**src/rtl/smb_pkg.sv**
```systemverilog
// Package: shared types for the two-wire configuration slave.
// Assumes: nothing beyond IEEE 1800-2017.
package smb_pkg;
    // Transaction-level states of the protocol engine
    typedef enum logic [2:0] {
        ST_IDLE,   // waiting for a start condition
        ST_RECV,   // shifting in a byte from the master
        ST_RACK,   // slave acknowledge clock (may be driven or released)
        ST_SEND,   // shifting out a byte to the master
        ST_SACK,   // master acknowledge clock after a sent byte
        ST_SKIP    // transfer not for us or finished: ignore until start/stop
    } smb_state_t;

    // Write-side progress after the address byte
    typedef enum logic [1:0] {
        WP_CMD,    // next byte is the command
        WP_FIRST,  // next byte is single data or the block count
        WP_BLOCK,  // block data, limited by the remaining count
        WP_DONE    // everything else is refused
    } smb_wphase_t;
endpackage

```
**src/rtl/smb_line_sync.sv**
```systemverilog
// Module: smb_line_sync
// Brings SCL and SDA into the clk domain and derives single-cycle
// edge and bus-condition strobes from the synchronized levels.
// Assumes: clk runs many times faster than SCL; STAGES >= 2.
module smb_line_sync #(
    parameter int STAGES = 2
) (
    input  logic clk,
    input  logic rst_n,
    input  logic scl_i,
    input  logic sda_i,
    output logic scl_lvl,
    output logic sda_lvl,
    output logic scl_rise,
    output logic scl_fall,
    output logic start_det,
    output logic stop_det
);
    logic [STAGES-1:0] scl_pipe;
    logic [STAGES-1:0] sda_pipe;
    logic              scl_q;
    logic              sda_q;

    // Synchronizer chains plus one history stage; idle bus is high
    always_ff @(posedge clk) begin
        if (!rst_n) begin
            scl_pipe <= {STAGES{1'b1}};
            sda_pipe <= {STAGES{1'b1}};
            scl_q    <= 1'b1;
            sda_q    <= 1'b1;
        end else begin
            scl_pipe <= {scl_pipe[STAGES-2:0], scl_i};
            sda_pipe <= {sda_pipe[STAGES-2:0], sda_i};
            scl_q    <= scl_pipe[STAGES-1];
            sda_q    <= sda_pipe[STAGES-1];
        end
    end

    // Edge and condition decode on the synchronized levels
    always_comb begin
        scl_lvl   = scl_pipe[STAGES-1];
        sda_lvl   = sda_pipe[STAGES-1];
        scl_rise  = scl_lvl & ~scl_q;
        scl_fall  = ~scl_lvl & scl_q;
        start_det = scl_lvl & scl_q & sda_q & ~sda_lvl;
        stop_det  = scl_lvl & scl_q & ~sda_q & sda_lvl;
    end
endmodule

```
**src/rtl/smb_reg_bank.sv**
```systemverilog
// Module: smb_reg_bank
// Holds NUM_REGS 8-bit registers with a per-bit reserved mask.
// Reserved bits are held at 0. Out-of-range indices read 0 and
// ignore writes.
// Assumes: one write per cycle at most.
module smb_reg_bank #(
    parameter int              NUM_REGS  = 8,
    parameter int              IDX_W     = 7,
    parameter logic [NUM_REGS*8-1:0] RESET_VAL = '0,
    parameter logic [NUM_REGS*8-1:0] RSVD_MASK = '0
) (
    input  logic                  clk,
    input  logic                  rst_n,
    input  logic                  wr_en,
    input  logic [IDX_W-1:0]      wr_idx,
    input  logic [7:0]            wr_data,
    input  logic [IDX_W-1:0]      rd_idx,
    output logic [7:0]            rd_data,
    output logic [NUM_REGS*8-1:0] cfg_o
);
    logic [7:0] regs [NUM_REGS];

    for (genvar g = 0; g < NUM_REGS; g++) begin : g_reg
        localparam logic [7:0] RMASK = RSVD_MASK[g*8 +: 8];
        localparam logic [7:0] RINIT = RESET_VAL[g*8 +: 8] & ~RMASK;

        // One register: reset value, masked write on index match
        always_ff @(posedge clk) begin
            if (!rst_n) begin
                regs[g] <= RINIT;
            end else if (wr_en && (int'(wr_idx) == g)) begin
                regs[g] <= wr_data & ~RMASK;
            end
        end

        assign cfg_o[g*8 +: 8] = regs[g];
    end

    // Read mux with zero for indices outside the bank
    always_comb begin
        rd_data = 8'h00;
        for (int i = 0; i < NUM_REGS; i++) begin
            if (int'(rd_idx) == i) rd_data = regs[i];
        end
    end
endmodule

```
**src/rtl/smb_proto_fsm.sv**
```systemverilog
// Module: smb_proto_fsm
// Bit, byte and transaction engine of the slave: address match,
// command decode, byte count handling, auto-increment and the
// acknowledge drive. All SDA changes happen on a detected SCL fall.
// Assumes: strobes from smb_line_sync; no clock stretching needed.
module smb_proto_fsm
    import smb_pkg::*;
#(
    parameter logic [6:0] SLAVE_ADDR = 7'h69,
    parameter int         NUM_REGS   = 8,
    parameter int         IDX_W      = 7
) (
    input  logic             clk,
    input  logic             rst_n,
    input  logic             sda_lvl,
    input  logic             scl_rise,
    input  logic             scl_fall,
    input  logic             start_det,
    input  logic             stop_det,
    input  logic [7:0]       rd_data,
    output logic [IDX_W-1:0] ptr,
    output logic             wr_en,
    output logic [7:0]       wr_data,
    output logic             sda_oe
);
    localparam logic [7:0] BANK_SIZE = 8'(NUM_REGS);

    smb_state_t  state;
    smb_wphase_t wphase;
    logic [3:0]  bit_cnt;
    logic [7:0]  shreg;
    logic [7:0]  tx;
    logic [7:0]  remain;
    logic        is_addr;
    logic        rd_dir;
    logic        byte_mode;
    logic        cnt_pending;
    logic        mack;
    logic [7:0]  blk_count;
    logic [7:0]  next_tx;

    // Count of registers from the current index to the end of the bank
    always_comb begin
        if (8'(ptr) < BANK_SIZE) blk_count = BANK_SIZE - 8'(ptr);
        else                     blk_count = 8'h00;
        next_tx = cnt_pending ? blk_count : rd_data;
    end

    // Protocol state machine
    always_ff @(posedge clk) begin
        if (!rst_n) begin
            state       <= ST_IDLE;
            wphase      <= WP_CMD;
            bit_cnt     <= '0;
            shreg       <= '0;
            tx          <= '0;
            remain      <= '0;
            is_addr     <= 1'b0;
            rd_dir      <= 1'b0;
            byte_mode   <= 1'b1;
            cnt_pending <= 1'b0;
            mack        <= 1'b0;
            ptr         <= '0;
            wr_en       <= 1'b0;
            wr_data     <= '0;
            sda_oe      <= 1'b0;
        end else begin
            wr_en <= 1'b0;
            if (stop_det) begin
                state  <= ST_IDLE;
                sda_oe <= 1'b0;
            end else if (start_det) begin
                state   <= ST_RECV;
                is_addr <= 1'b1;
                bit_cnt <= '0;
                sda_oe  <= 1'b0;
            end else begin
                case (state)
                    ST_RECV: begin
                        if (scl_rise) begin
                            shreg   <= {shreg[6:0], sda_lvl};
                            bit_cnt <= bit_cnt + 4'd1;
                        end else if (scl_fall && bit_cnt == 4'd8) begin
                            bit_cnt <= '0;
                            if (is_addr) begin
                                is_addr <= 1'b0;
                                if (shreg[7:1] == SLAVE_ADDR) begin
                                    rd_dir      <= shreg[0];
                                    wphase      <= WP_CMD;
                                    cnt_pending <= shreg[0] & ~byte_mode;
                                    sda_oe      <= 1'b1;
                                    state       <= ST_RACK;
                                end else begin
                                    state <= ST_SKIP;
                                end
                            end else begin
                                case (wphase)
                                    WP_CMD: begin
                                        ptr       <= shreg[IDX_W-1:0];
                                        byte_mode <= shreg[7];
                                        wphase    <= WP_FIRST;
                                        sda_oe    <= 1'b1;
                                        state     <= ST_RACK;
                                    end
                                    WP_FIRST: begin
                                        if (byte_mode) begin
                                            wr_en   <= 1'b1;
                                            wr_data <= shreg;
                                            wphase  <= WP_DONE;
                                        end else begin
                                            remain <= shreg;
                                            wphase <= WP_BLOCK;
                                        end
                                        sda_oe <= 1'b1;
                                        state  <= ST_RACK;
                                    end
                                    WP_BLOCK: begin
                                        if (remain != 8'h00) begin
                                            wr_en   <= 1'b1;
                                            wr_data <= shreg;
                                            remain  <= remain - 8'd1;
                                            sda_oe  <= 1'b1;
                                            state   <= ST_RACK;
                                        end else begin
                                            state <= ST_SKIP;
                                        end
                                    end
                                    default: state <= ST_SKIP;
                                endcase
                            end
                        end
                    end
                    ST_RACK: begin
                        if (scl_fall) begin
                            if (wr_en) ptr <= ptr;
                            if (rd_dir) begin
                                tx     <= next_tx;
                                sda_oe <= ~next_tx[7];
                                if (cnt_pending) cnt_pending <= 1'b0;
                                else             ptr <= ptr + 1'b1;
                                bit_cnt <= '0;
                                state   <= ST_SEND;
                            end else begin
                                sda_oe <= 1'b0;
                                state  <= ST_RECV;
                            end
                        end
                    end
                    ST_SEND: begin
                        if (scl_rise) begin
                            bit_cnt <= bit_cnt + 4'd1;
                        end else if (scl_fall) begin
                            if (bit_cnt == 4'd8) begin
                                sda_oe <= 1'b0;
                                state  <= ST_SACK;
                            end else begin
                                tx     <= {tx[6:0], 1'b0};
                                sda_oe <= ~tx[6];
                            end
                        end
                    end
                    ST_SACK: begin
                        if (scl_rise) begin
                            mack <= ~sda_lvl;
                        end else if (scl_fall) begin
                            if (mack) begin
                                tx     <= next_tx;
                                sda_oe <= ~next_tx[7];
                                if (cnt_pending) cnt_pending <= 1'b0;
                                else             ptr <= ptr + 1'b1;
                                bit_cnt <= '0;
                                state   <= ST_SEND;
                            end else begin
                                state <= ST_SKIP;
                            end
                        end
                    end
                    default: ;
                endcase
                // Block data advances the index once its write is issued
                if (wr_en && !byte_mode) ptr <= ptr + 1'b1;
            end
        end
    end
endmodule

```
**src/rtl/smb_cfg_slave.sv**
```systemverilog
// Module: smb_cfg_slave (top)
// Two-wire bus slave giving byte and block access to a bank of
// configuration registers whose contents drive cfg_o.
// Assumes: sda_oe_o drives an open-drain pad; sda_i is the bus level.
module smb_cfg_slave #(
    parameter logic [6:0]            SLAVE_ADDR  = 7'h69,
    parameter int                    NUM_REGS    = 8,
    parameter int                    SYNC_STAGES = 2,
    parameter logic [NUM_REGS*8-1:0] RESET_VAL   = 64'h0F1E_2D3C_4B5A_6978,
    parameter logic [NUM_REGS*8-1:0] RSVD_MASK   = 64'h0000_0100_00C0_0000
) (
    input  logic                  clk,
    input  logic                  rst_n,
    input  logic                  scl_i,
    input  logic                  sda_i,
    output logic                  sda_oe_o,
    output logic [NUM_REGS*8-1:0] cfg_o
);
    localparam int IDX_W = 7;

    logic             scl_lvl, sda_lvl, scl_rise, scl_fall, start_det, stop_det;
    logic [IDX_W-1:0] ptr;
    logic             wr_en;
    logic [7:0]       wr_data;
    logic [7:0]       rd_data;

    smb_line_sync #(.STAGES(SYNC_STAGES)) u_sync (
        .clk      (clk),
        .rst_n    (rst_n),
        .scl_i    (scl_i),
        .sda_i    (sda_i),
        .scl_lvl  (scl_lvl),
        .sda_lvl  (sda_lvl),
        .scl_rise (scl_rise),
        .scl_fall (scl_fall),
        .start_det(start_det),
        .stop_det (stop_det)
    );

    smb_proto_fsm #(
        .SLAVE_ADDR(SLAVE_ADDR),
        .NUM_REGS  (NUM_REGS),
        .IDX_W     (IDX_W)
    ) u_fsm (
        .clk      (clk),
        .rst_n    (rst_n),
        .sda_lvl  (sda_lvl),
        .scl_rise (scl_rise),
        .scl_fall (scl_fall),
        .start_det(start_det),
        .stop_det (stop_det),
        .rd_data  (rd_data),
        .ptr      (ptr),
        .wr_en    (wr_en),
        .wr_data  (wr_data),
        .sda_oe   (sda_oe_o)
    );

    smb_reg_bank #(
        .NUM_REGS (NUM_REGS),
        .IDX_W    (IDX_W),
        .RESET_VAL(RESET_VAL),
        .RSVD_MASK(RSVD_MASK)
    ) u_bank (
        .clk    (clk),
        .rst_n  (rst_n),
        .wr_en  (wr_en),
        .wr_idx (ptr),
        .wr_data(wr_data),
        .rd_idx (ptr),
        .rd_data(rd_data),
        .cfg_o  (cfg_o)
    );
endmodule

```
**config.mk**
```make
export PLATFORM = sky130hd
export DESIGN_NAME = smb_cfg_slave
export DESIGN_NICKNAME = d
export VERILOG_FILES = /design/src/rtl/smb_pkg.sv /design/src/rtl/smb_line_sync.sv /design/src/rtl/smb_reg_bank.sv /design/src/rtl/smb_proto_fsm.sv /design/src/rtl/smb_cfg_slave.sv
export SDC_FILE = /design/constraint.sdc
export NUM_CORES = 1
export LEC_CHECK = 0
export BUFFER_PORTS_ARGS = -buffer_cell sky130_fd_sc_hd__buf_4
export CORE_MARGIN = 2
export CORE_UTILIZATION = 64
export DETAILED_ROUTE_END_ITERATION = 8
export PLACE_DENSITY = 0.89
export SLEW_MARGIN = 25
export SYNTH_ARGS = -nofsm -noshare
export SYNTH_HDL_FRONTEND = slang
export SYNTH_SLANG_ARGS = --single-unit
```
**constraint.sdc**
```tcl
create_clock -name clk -period 6.3 [get_ports clk]
set_input_delay 0.945 -clock clk [delete_from_list [all_inputs] [get_ports clk]]
set_output_delay 0.945 -clock clk [all_outputs]
set_load 0.1 [all_outputs]
```
---- After elaboration in Yosys (flattened, before gate mapping) ----
Memories as Yosys holds them, arrays and structs flattened.
Cells that the tools add are included.
word-level totals
  register bits ........................... 60
  latch bits .............................. 0
  bits in writable memories ............... 64
  ROM bits ................................ 0
  input port bits ......................... 4
  output and inout port bits .............. 65
  word-level logic and storage cells ...... 287
  memories ................................ 1
operators by class
  $add $sub $neg .......................... 4
  $mul .................................... 0
  div/mod/pow operators ................... 0
  magnitude comparators ................... 1
  equal/unequal tests ..................... 57
  shifts and indexed selects .............. 0
  mux-type cells .......................... 132
  bitwise operators ....................... 30
  reduce and logical (&&, ||, !) cells .... 42
memory list
  name         depth  width  rd ports  clocked after Yosys merged registers in  wr ports  line                source
  u_bank.regs  8      8      8         0                                        8         smb_reg_bank.sv:21  logic [7:0] regs [NUM_REGS];
operator list
  cell                number
  $mux 8              22
  $mux 7              19
  $mux 1              55
  $reduce_and 9->1    5
  $pmux 7 s3          2
  $mux 3              12
  $mux 4              9
  $reduce_and 12->1   3
  $pmux 8 s2          2
  $ne 3x2->1 const B  10
  $eq 7x4->1 const B  4
  $ne 2x1->1 const B  12
  $reduce_and 7->1    3
  $ne 3x3->1 const B  6
  $pmux 4 s4          1
  $ne 3x1->1 const B  5
  $eq 7x3->1 const B  2
  $not 1->1           14
  $ne 2x2->1 const B  6
  $pmux 3 s4          1
  $reduce_and 4->1    3
  $reduce_and 11->1   1
  $logic_and 1x1->1   10
  $reduce_bool 3->1   3
  33 further kinds    56

---- Depth between registers and ports, before layout ----
Gate-level depths: netlist of run 1.
  word-level depth ........................ 15
  gate-level depth with buffers ........... 10
  gate-level depth less buffers ........... 7

---- By module ----
A second synthesis of run 1 with hierarchy kept.
unflattened totals
  cell total of the unflattened synthesis .. 638
  area total of the unflattened synthesis .. 6,501.2 sq um
by module, submodules not included
  module         instances  cells each  area an instance (sq um)  seq. area each (sq um)
  smb_proto_fsm  1          389         3,219.3                   1,081.0
  smb_reg_bank   1          233         3,091.7                   1,831.8
  smb_line_sync  1          16          190.2                     120.1

---- Worst setup path after synthesis of run 1 ----
Ideal clock, no wire load.
  path type ............................... input to register
  start point ............................. input port rst_n
  end point ............................... memory u_bank.regs[0][0] (enable)
  library setup time ...................... 357 ps
  arrival ................................. 2,072 ps
  required time ........................... 5,943 ps
  slack ................................... 3,871 ps
  cell stages on the path ................. 4
  buffers on the path ..................... 3
  cell sequence ........................... clkbuf_1 buf_1 clkbuf_1 o21ai_0
RTL lines
  item                line                 source
  start: declaration  smb_cfg_slave.sv:13  input logic rst_n,
  end: declaration    smb_reg_bank.sv:21

---- Worst setup path in the final report of run 1 ----
  start point ............................. register u_fsm.wphase[0]
  end point ............................... register u_fsm.state[2]
between the ends
  word-level cells in the longest chain between the ends .. 7
ends and longest elaborated chain
  item                                                  line                  source
  start: declaration                                    smb_proto_fsm.sv:29   smb_wphase_t wphase;
  start signal: assignment                              smb_proto_fsm.sv:53   wphase <= WP_CMD;
  start signal: assignment                              smb_proto_fsm.sv:89   wphase <= WP_CMD;
  start signal: assignment                              smb_proto_fsm.sv:101  wphase <= WP_FIRST;
  $eq 2x1->1 / $logic_not 2->1 (equally long branches)  smb_proto_fsm.sv:97   case (wphase)
  $reduce_or 2->1 (no line)                             --
  $pmux 3 s2 *                                          smb_proto_fsm.sv:97
  $mux 3 *                                              smb_proto_fsm.sv:85   if (is_addr) begin
  $mux 3 *                                              smb_proto_fsm.sv:83   end else if (scl_fall && bit_cnt == 4'd8) begin
  $mux 3 *                                              smb_proto_fsm.sv:80   if (scl_rise) begin
  $pmux 3 s4 *                                          smb_proto_fsm.sv:78   case (state)
  end signal: assignment                                smb_proto_fsm.sv:73   state <= ST_RECV;
  end signal: assignment                                smb_proto_fsm.sv:92   state <= ST_RACK;
  end signal: assignment                                smb_proto_fsm.sv:94   state <= ST_SKIP;
  end: declaration                                      smb_proto_fsm.sv:28   smb_state_t state;
Every way passes the cells marked *; elsewhere a longest branch is shown, timed or not. The select of a mux whose other input is x is not followed.
A chain may end at the register's enable or synchronous reset.

==> results of run 1 <==
routing by layer:
layer / global-route usage (%) / part of all wire [%] / vias up
met5: 0 / 0 / -
li1: - / - / 2735
met2: 52.4 / 46 / 373
met1: 46.8 / 39 / 2837
met3: 10.6 / 11 / 50
met4: 13.7 / 2.9 / 0
final cells by class:
| cell class | count | share of cell area (%) |
|---|---|---|
| Tap cell | 136 | 2.21 |
| Inverter | 27 | 1.31 |
| Sequential cell | 121 | 39.3 |
| Clock buffer | 17 | 5.37 |
| Antenna cell | 1 | 0.0325 |
| Clock inverter | 15 | 2.17 |
| Timing Repair Buffer | 68 | 6.62 |
| Multi-Input combinational cell | 527 | 42.9 |
worst paths after layout:
kind | from | endpoint | slack, ns
worst max-delay path | u_fsm.wphase[0] | u_fsm.state[2] | 3.55
worst min-delay path | u_sync.sda_pipe[0] | u_sync.sda_pipe[1] | 0.41
worst max register to register | u_fsm.wphase[0] | u_fsm.state[2] | 3.55
worst min register to register | u_sync.sda_pipe[0] | u_sync.sda_pipe[1] | 0.41
registers in the layout, indices dropped and copies added, names as in the netlist, 2 cells and up:
name             flops
u_fsm.ptr            7
u_fsm.wr_data        8
u_fsm.remain         8
u_sync.scl_pipe      2
u_fsm.wphase         2
u_fsm.bit_cnt        4
u_bank.regs         61
u_fsm.tx             7
u_fsm.shreg          8
u_fsm.state          3
u_sync.sda_pipe      2
logic make-up after synthesis:
logic type,Yosys count
AO/OA/AOI/OAI,185
XOR/XNOR,2
adder cells (fa/ha/maj),12
buffers and inverters,71
flip-flops,121
multiplexers,18
other,1
AND/OR/NAND/NOR,307
stage by stage:
step,total power [mW],hold WS (ns),worst slack (ns)
floorplan,0.964,0.386,3.87
global placement,0.990,0.393,3.53
detailed placement,0.991,0.397,3.46
CTS,1.93,0.412,3.50
global route,1.97,0.427,3.41
finish,1.93,0.409,3.55
cell usage in the layout, fill, tap and decap left out, types with 12 or more instances in the layout:
master                      instances
sky130_fd_sc_hd__nand2_1           73
sky130_fd_sc_hd__o211ai_1          12
sky130_fd_sc_hd__mux2i_1           17
sky130_fd_sc_hd__nor2_1            41
sky130_fd_sc_hd__nand3_1           22
sky130_fd_sc_hd__edfxtp_1          61
sky130_fd_sc_hd__nand2b_1          24
sky130_fd_sc_hd__nor3_1            13
sky130_fd_sc_hd__a21oi_1           50
sky130_fd_sc_hd__o21ai_0           30
sky130_fd_sc_hd__ha_1              12
sky130_fd_sc_hd__or3_1             31
sky130_fd_sc_hd__nor2b_1           14
sky130_fd_sc_hd__dfxtp_1           60
sky130_fd_sc_hd__clkbuf_16         16
sky130_fd_sc_hd__inv_1             25
sky130_fd_sc_hd__buf_4             68
sky130_fd_sc_hd__and2_1            36
power breakdown:
group / internal (mW) / total (mW) / switching (mW) / leakage [nW]
clock: 0.570 / 0.952 / 0.381 / 0.285
combinational: 0.0262 / 0.126 / 0.0994 / 1.44
sequential: 0.836 / 0.851 / 0.0153 / 1.01
total: 1.43 / 1.93 / 0.496 / 2.73
worst max-delay path, stage by stage (launching register included):
cell and delay (ns):
sky130_fd_sc_hd__dfxtp_1 0.34, sky130_fd_sc_hd__inv_1 0.09, sky130_fd_sc_hd__ha_1 0.68, sky130_fd_sc_hd__nor4b_1 0.58, sky130_fd_sc_hd__a211oi_1 0.22, sky130_fd_sc_hd__nor4_1 0.46, sky130_fd_sc_hd__o31ai_1 0.14, sky130_fd_sc_hd__a21oi_1 0.16
==> run summary, run 1 <==
Including well taps, the total number of placed cells is 879. After synthesis, the most frequently instantiated cells are sky130_fd_sc_hd__nand2_1 (73), sky130_fd_sc_hd__edfxtp_1 (61), sky130_fd_sc_hd__dfxtp_1 (60). The detailed-routing iteration count for the pre-antenna-repair pass came out at 6. The wire length reported by the detailed router is 18.9 mm. The fraction of the mapped netlist area in compound gates came out at 18.6%. Counting every sink on the clock net gives 121. The adder and majority cell fraction of the synthesized area came out at about 2.3%. The post-route antenna net violation count came out at 0. The type of the worst min-delay path is reg -> reg. In the synthesized netlist, mux cells make up 2.73% of the area. The power per cell area is 250 nW/um2. The worst slew margin relative to its limit came out at 34.9%. The type of element launching the critical path is a flip-flop. The footprint of the multi-input gates came out at 3310 um2. In the final layout, the share of cells above drive strength 1 is 15.2%. The number of warnings printed during yosys synthesis is 0. The data arrival at the endpoint of the critical path is roughly 3.2 ns. The most frequently used flop master after synthesis is sky130_fd_sc_hd__edfxtp_1. After synthesis the netlist holds a flip-flop and latch count of 121.

After routing the design area is 7710 um2. For this block, the initial DRC count from the detailed router was 574. The total number of placement rows came out at 37.

The clock network latency to the later pin of the worst-skew pair is 0.55 ns. The count of buffers added by post-CTS timing repair for setup is 0. Setup repair after global routing left no endpoint under its margin. The total routing resource utilization after global routing came out at 34.6%.

The number of buffers added to fix hold violations after cts is 0. The synthesized netlist cell count is 717. The depth of the worst hold-timing path is 1. The clock slew at the register clock pins of the worst setup and hold paths came out at approximately 0.060 ns. The final period demand of the worst path is around 2.8 ns. The synthesized cell area came out at 6640 um2. The max-cap check violation count came out at 0.

The placed wire-length estimate after detailed placement is 13.0 mm. The post-synthesis simple-gate area fraction came out at 25.9%. The flow ran to the end, and the final reports show no timing, DRC or antenna violations. The async set-or-reset flop fraction in the synthesized netlist is 0%. The tree is rooted in a sky130_fd_sc_hd__clkbuf_8. The peak clock frequency supported by timing came out at 0.363 GHz.

The total DRC errors in the routed layout is 0. The reported leakage power is 2.73 nW. The worst register-to-register path has a depth of 7. After synthesis, the cell types taking the most area are sky130_fd_sc_hd__edfxtp_1 (28%), sky130_fd_sc_hd__dfxtp_1 (18%), sky130_fd_sc_hd__nand2_1 (4.1%).

Between clock sinks in the finished design, the worst skew comes to roughly 0.01 ns. The number of enable flip-flop cells after synthesis came out at 61. The mean routed wirelength per cell came out at ~21 um. The buffer levels on the longest clock path came out at 2. The sequential fraction of the synthesis area is 45.7%. The most common cell in the synthesized netlist is sky130_fd_sc_hd__nand2_1.

TritonCTS built the clock tree. The initial core utilization came out at 65.1%. The total number of vias came out at 5,995. The die is around 110 um tall. In the final timing run, aggregate negative setup slack is 0 ns. The largest fanout of any net on the critical path came out at 22.

The boundary pin count is 69. Gates resized during post-CTS repair numbered 0. The net count reported at finish came out at between 700 and 800. The final core utilization is between 70% and 80%. In this run, distinct cell masters in the synthesized netlist total 79. The critical path class is reg -> reg. The maximum vdd drop came out at 0.253 mV. The share of the synthesized area in the top cell type is 27.6%. The number of levels the H-tree was split into came out at 4.

sky130_fd_sc_hd__edfxtp_1 takes more of the synthesized area than any other cell. The worst-margin pin slew is ~0.97 ns. The worst setup path is captured at a flip-flop. The post-synthesis share of cell area spent on xor and xnor gates is less than 1%. By area, the combinational part of the netlist is dominated by simple AND/OR/NAND/NOR gates.

In the routed layout, each cell is associated on average with a via count of 6.57. The setup-violating endpoint count in the final report came out at 0. For this run, the number of standard cells in the final layout without fillers is 912. The sequential cells in the finished layout cover a total of just over 3000 um2. The total area inside the core boundary comes to 10,200 um2. The number of port buffers is 65. The total count of max-transition violations in the final report came to 0. The clock buffer count from CTS is 17. The area added between synthesis and finish is 16.2%. The first global-routing pass estimated 29.4 mm of wire. The final clock period utilization by the worst path came out at approximately 44%. The placed cell area is between 7000 and 8000 um2.

The initial antenna violation count came to 0. The maximum number of pins on one net before global-route repair came out at 47. From left edge to right edge, the die measures approximately 110 um.

The total of fill cells in the finished design is 725. The via count of the first global-routing pass is 5,510. The post-synthesis average cell area came out at slightly above 9 um2. The overflow left after global routing is 0. Data on the critical path is required at its endpoint by about 6.8 ns. The final hold violation count came out at 0. The congestion estimate from routability-driven global placement came to 0.974. The die outline area is 11,200 um2.
Note: power is estimated with default switching activity, not from simulation.
==> run 2: changes to the inputs <==
- ABC_AREA: default -> 1
- CORE_UTILIZATION: 64 -> 53
- PLACE_DENSITY: 0.89 -> 0.79
- clock period: 6.3 -> 2.3 ns (I/O delays scaled with it)
==> run summary, run 2 <==
The flow ran to the end, and the final reports show no timing, DRC or antenna violations. The wire length reported by the detailed router is 16.7 mm (-11%). The minimum hold slack came out at 0.113 ns (-0.295 ns).

The placed cell area is 6870 um2 (-3.6%). The total number of vias is 5,707 (-4.8%). The maximum number of pins on one net before global-route repair came out at 52 (+11%). The largest total area in the synthesized netlist belongs to sky130_fd_sc_hd__edfxtp_1. The flip-flop and latch area came out at 3030 um2 (unchanged).

TritonCTS built the clock tree. The final period demand of the worst path is 2.13 ns (-0.626 ns). The worst register-to-register path ends at u_fsm.tx[2]. The footprint of the multi-input gates came out at 2680 um2 (-19%). The initial antenna violation count came out at 0 (unchanged). The maximum vdd drop is 0.637 mV (+150%).

The clock tree skew after final layout came out at 0.00768 ns (-0.00226 ns). The total core area came out at 11,400 um2 (+12%). The final clock period utilization by the worst path is 92.4% (+49 points). The peak clock frequency supported by timing came to 0.470 GHz (+29%). The most repeated cell in the gate-level netlist after synthesis is sky130_fd_sc_hd__nand2_1. The worst-margin pin slew is 0.729 ns (-0.237 ns).

The power per cell area came out at 1160 nW/um2 (+360%). The post-route non-filler standard cell count came to 1,002 (+9.9%). The overflow left after global routing is 0 (unchanged). The clock buffer count from CTS came out at 17 (unchanged). The number of cells in the design after placement is 970 (+10%).

The worst slew margin relative to its limit was 51.4% (+16 points). The synthesized cell area was 6160 um2 (-7.1%). The total number of placement rows came out at 39 (+5.4%). The accumulated negative setup slack is 0 ns (unchanged). The library cells used most frequently in the layout, excluding fill and tap cells, are sky130_fd_sc_hd__nand2_1 (141), sky130_fd_sc_hd__nor2_1 (100), sky130_fd_sc_hd__buf_4 (84).

The critical path data required time was 2.61 ns (-4.16 ns). The signal on the critical path passes through ha_1 > nand2_1 > nor2_4 > inv_2 > or2_2 > nand2_1 > nand2_1 > nand2_1 > nand2_1 > nand2_1 > nand2_1 > nand2_1 > a21oi_1. The worst setup slack after placement came to 0.122 ns (-3.33 ns). The share of cells above drive strength 1 is 19.1% (+3.9 points). The async set-or-reset flop fraction in the synthesized netlist is 0% (unchanged). The detailed-routing iteration count for the pre-antenna-repair pass came out at 5 (-1). In this run the most critical hold path is launched from scl_i.

The leading cell type in the layout, fill and taps excluded is sky130_fd_sc_hd__nand2_1. The initial core utilization came to 54.2% (-11 points). The share of the synthesized area in the top cell type was 29.7% (+2.1 points).

The final core utilization came out at 65.6% (-10 points). STA classifies the critical path endpoint as a flip-flop. The mean number of vias per cell is 5.70 (-13%). The max-cap check violation count was 0 (unchanged). The worst hold path terminates at u_sync.scl_pipe[0]. The delay contributed by the slowest stage of the critical path came out at 0.41 ns (-0.27 ns). Ranked by total cell area, the synthesized netlist is headed by sky130_fd_sc_hd__edfxtp_1 (30%), sky130_fd_sc_hd__dfxtp_1 (19%), sky130_fd_sc_hd__nand2_1 (8.7%). The depth of the worst hold-timing path was 2 (+1). The total DRC errors in the routed layout came out at 0 (unchanged). The type of the worst min-delay path is in -> reg.

The number of enable flip-flop cells after synthesis is 61 (unchanged). The worst-case register-to-register setup slack came out at 0.17 ns (-3.37 ns). The number of port buffers is 65 (unchanged). The overall power came out at 8.65 mW (+350%). The setup slack of the critical path after layout came out at 0.174 ns (-3.37 ns). The total routing resource utilization after global routing came out at 27.4% (-7.2 points).

After synthesis, the most frequently instantiated cells are sky130_fd_sc_hd__nand2_1 (142), sky130_fd_sc_hd__nor2_1 (101), sky130_fd_sc_hd__inv_1 (81). The clock slew at the register clock pins of the worst setup and hold paths is 0.05 ns (about the same). The largest fanout of any net on the critical path is 9 (-59%).

The worst setup path is launched from a flip-flop. The count of buffers added by post-CTS timing repair for setup came out at 0 (unchanged). The net count reported at finish came out at 862 (+11%). The sequential fraction of the synthesis area came out at 49.2% (+3.5 points). More flip-flops sit in one register than any other, and that register is u_bank.regs. The boundary pin count is 69 (unchanged). The DRC violation total after the first TritonRoute iteration was 608 (+5.9%). The via count of the first global-routing pass is 5,425 (-1.5%). The number of flip-flops under the largest register name is 61 (unchanged). The final hold violation count is 0 (unchanged). The worst register-to-register path begins at u_fsm.ptr[0]. The wire length of the first global-routing pass is 27.2 mm (-7.5%). The post-synthesis average cell area came out at 8.07 um2 (-13%). The total count of max-transition violations in the final report came out at 0 (unchanged). The depth of the worst register-to-register path came out at 13 (+6). On the critical path, the stage with the largest delay is an instance of sky130_fd_sc_hd__dfxtp_1. The post-route antenna net violation count is 0 (unchanged).

The total of fill cells in the finished design is 945 (+30%). The mean routed wirelength per cell came out at 16.7 um (-19%). The x dimension of the die came out at 112 um (+5.7%). The number of buffers added to fix hold violations after cts came out at 0 (unchanged). The post-cts sizing count is 0 (unchanged).

The post-layout instance area came out at 7460 um2 (-3.2%). The overall die height is 112 um (+5.7%). The clock network latency to the later pin of the worst-skew pair came out at 0.42 ns (-0.13 ns). The buffer levels on the longest clock path is 2 (unchanged). The data arrival at the endpoint of the critical path is 2.43 ns (-0.79 ns). The most frequently used flop master after synthesis is sky130_fd_sc_hd__edfxtp_1. The total of flip-flops plus latches after synthesis came to 121 (unchanged).

The count of clock tree sinks is 121 (unchanged). The area added between synthesis and finish came out at 21.1%. The routability-driven placement congestion ratio is 0.927 (-4.8%). The number of distinct library cell variants in the gate-level netlist after synthesis was 47 (-41%). The setup-violating endpoint count in the final report is 0 (unchanged). The reported leakage power came out at 2.94 nW (+7.9%). The synthesized netlist cell count was 763 (+6.4%). The number of antenna cells inserted is 0 (-1). CTS placed an instance of sky130_fd_sc_hd__clkbuf_16 at the clock tree root. The number of levels the H-tree was split into is 4 (unchanged). Counting stages on the worst path, the most repeated cell is sky130_fd_sc_hd__nand2_1.

The number of warnings printed during yosys synthesis came out at 0 (unchanged). The critical path in this run is classified as reg -> reg. The placed wire-length estimate after detailed placement came to 11.9 mm (-8.3%).

Setup repair after global routing could not meet its margin everywhere. The die outline area is 12,500 um2 (+12%).
[run 2: cell count changes in the layout (fill, tap and decap cells not counted), sizes merged, moves of 15 or more]
cell,before,now
and2,36,1
buf,68,84
inv,30,96
mux2i,17,0
nand2,75,145
nand2b,24,0
nor2,42,107
nor2b,15,0
o21ai,40,80
or3,31,0
[run 2: cell families (layout without fill, tap and decap cells)]
logic type,count (synthesis),count (layout),share of synthesized area (%)
DFF,121,121,49.2
xor gates and xnor gates,5,5,0.711
adders and majority gates,12,12,2.44
buffers and inverters,120,214,7.76
and+or+nand+nor,329,329,23.9
other,1,3,0.0609
AOI/OAI and AO/OA,175,175,15.9
[run 2: critical path: cells and delay by family (launching register included)]
kind	cells	cell delay, ns
buf+inv	1	0.12
compound gates	1	0.05
fa+ha+maj	1	0.28
simple gates	10	1.14
flops	1	0.41
[run 2: worst max-delay path by stage]
stage	slack, ns	depth (start not counted)	endpoint	from
detailed placement	0.12	12	u_fsm.tx[5]	u_fsm.ptr[1]
floorplan	0.08	8	u_bank.regs[1][24]	u_fsm.ptr[2]
global placement	0.21	12	u_fsm.tx[5]	u_fsm.ptr[1]
finish	0.17	13	u_fsm.tx[2]	u_fsm.ptr[0]
CTS	0.11	12	u_fsm.tx[5]	u_fsm.ptr[1]
global route	-0.02	13	u_fsm.tx[2]	u_fsm.ptr[0]
[run 2: final cells by class]
cell class,instances,area share (%)
inverters,98,4.93
flip-flops and latches,121,40.6
multi-input cells,524,35.9
clock buffers,22,6.50
clock inverters,10,1.19
repair buffers,84,8.45
well taps,143,2.40
[run 2: layer usage]
metal  share of wire, %  vias to the layer above  global-route usage [%]
li1                   -                     2715                       -
met1                 40                     2633                    34.5
met2                 49                      314                    45.9
met3                8.5                       45                    6.42
met4                2.5                        0                    10.9
met5                  0                        -                       0
[run 2: where the power goes]
group	switching [mW]	total, mW	leakage (nW)	internal [mW]
logic	2.32	3.40	1.63	1.09
registers	0.207	2.66	1.02	2.46
clock network	0.975	2.58	0.286	1.60
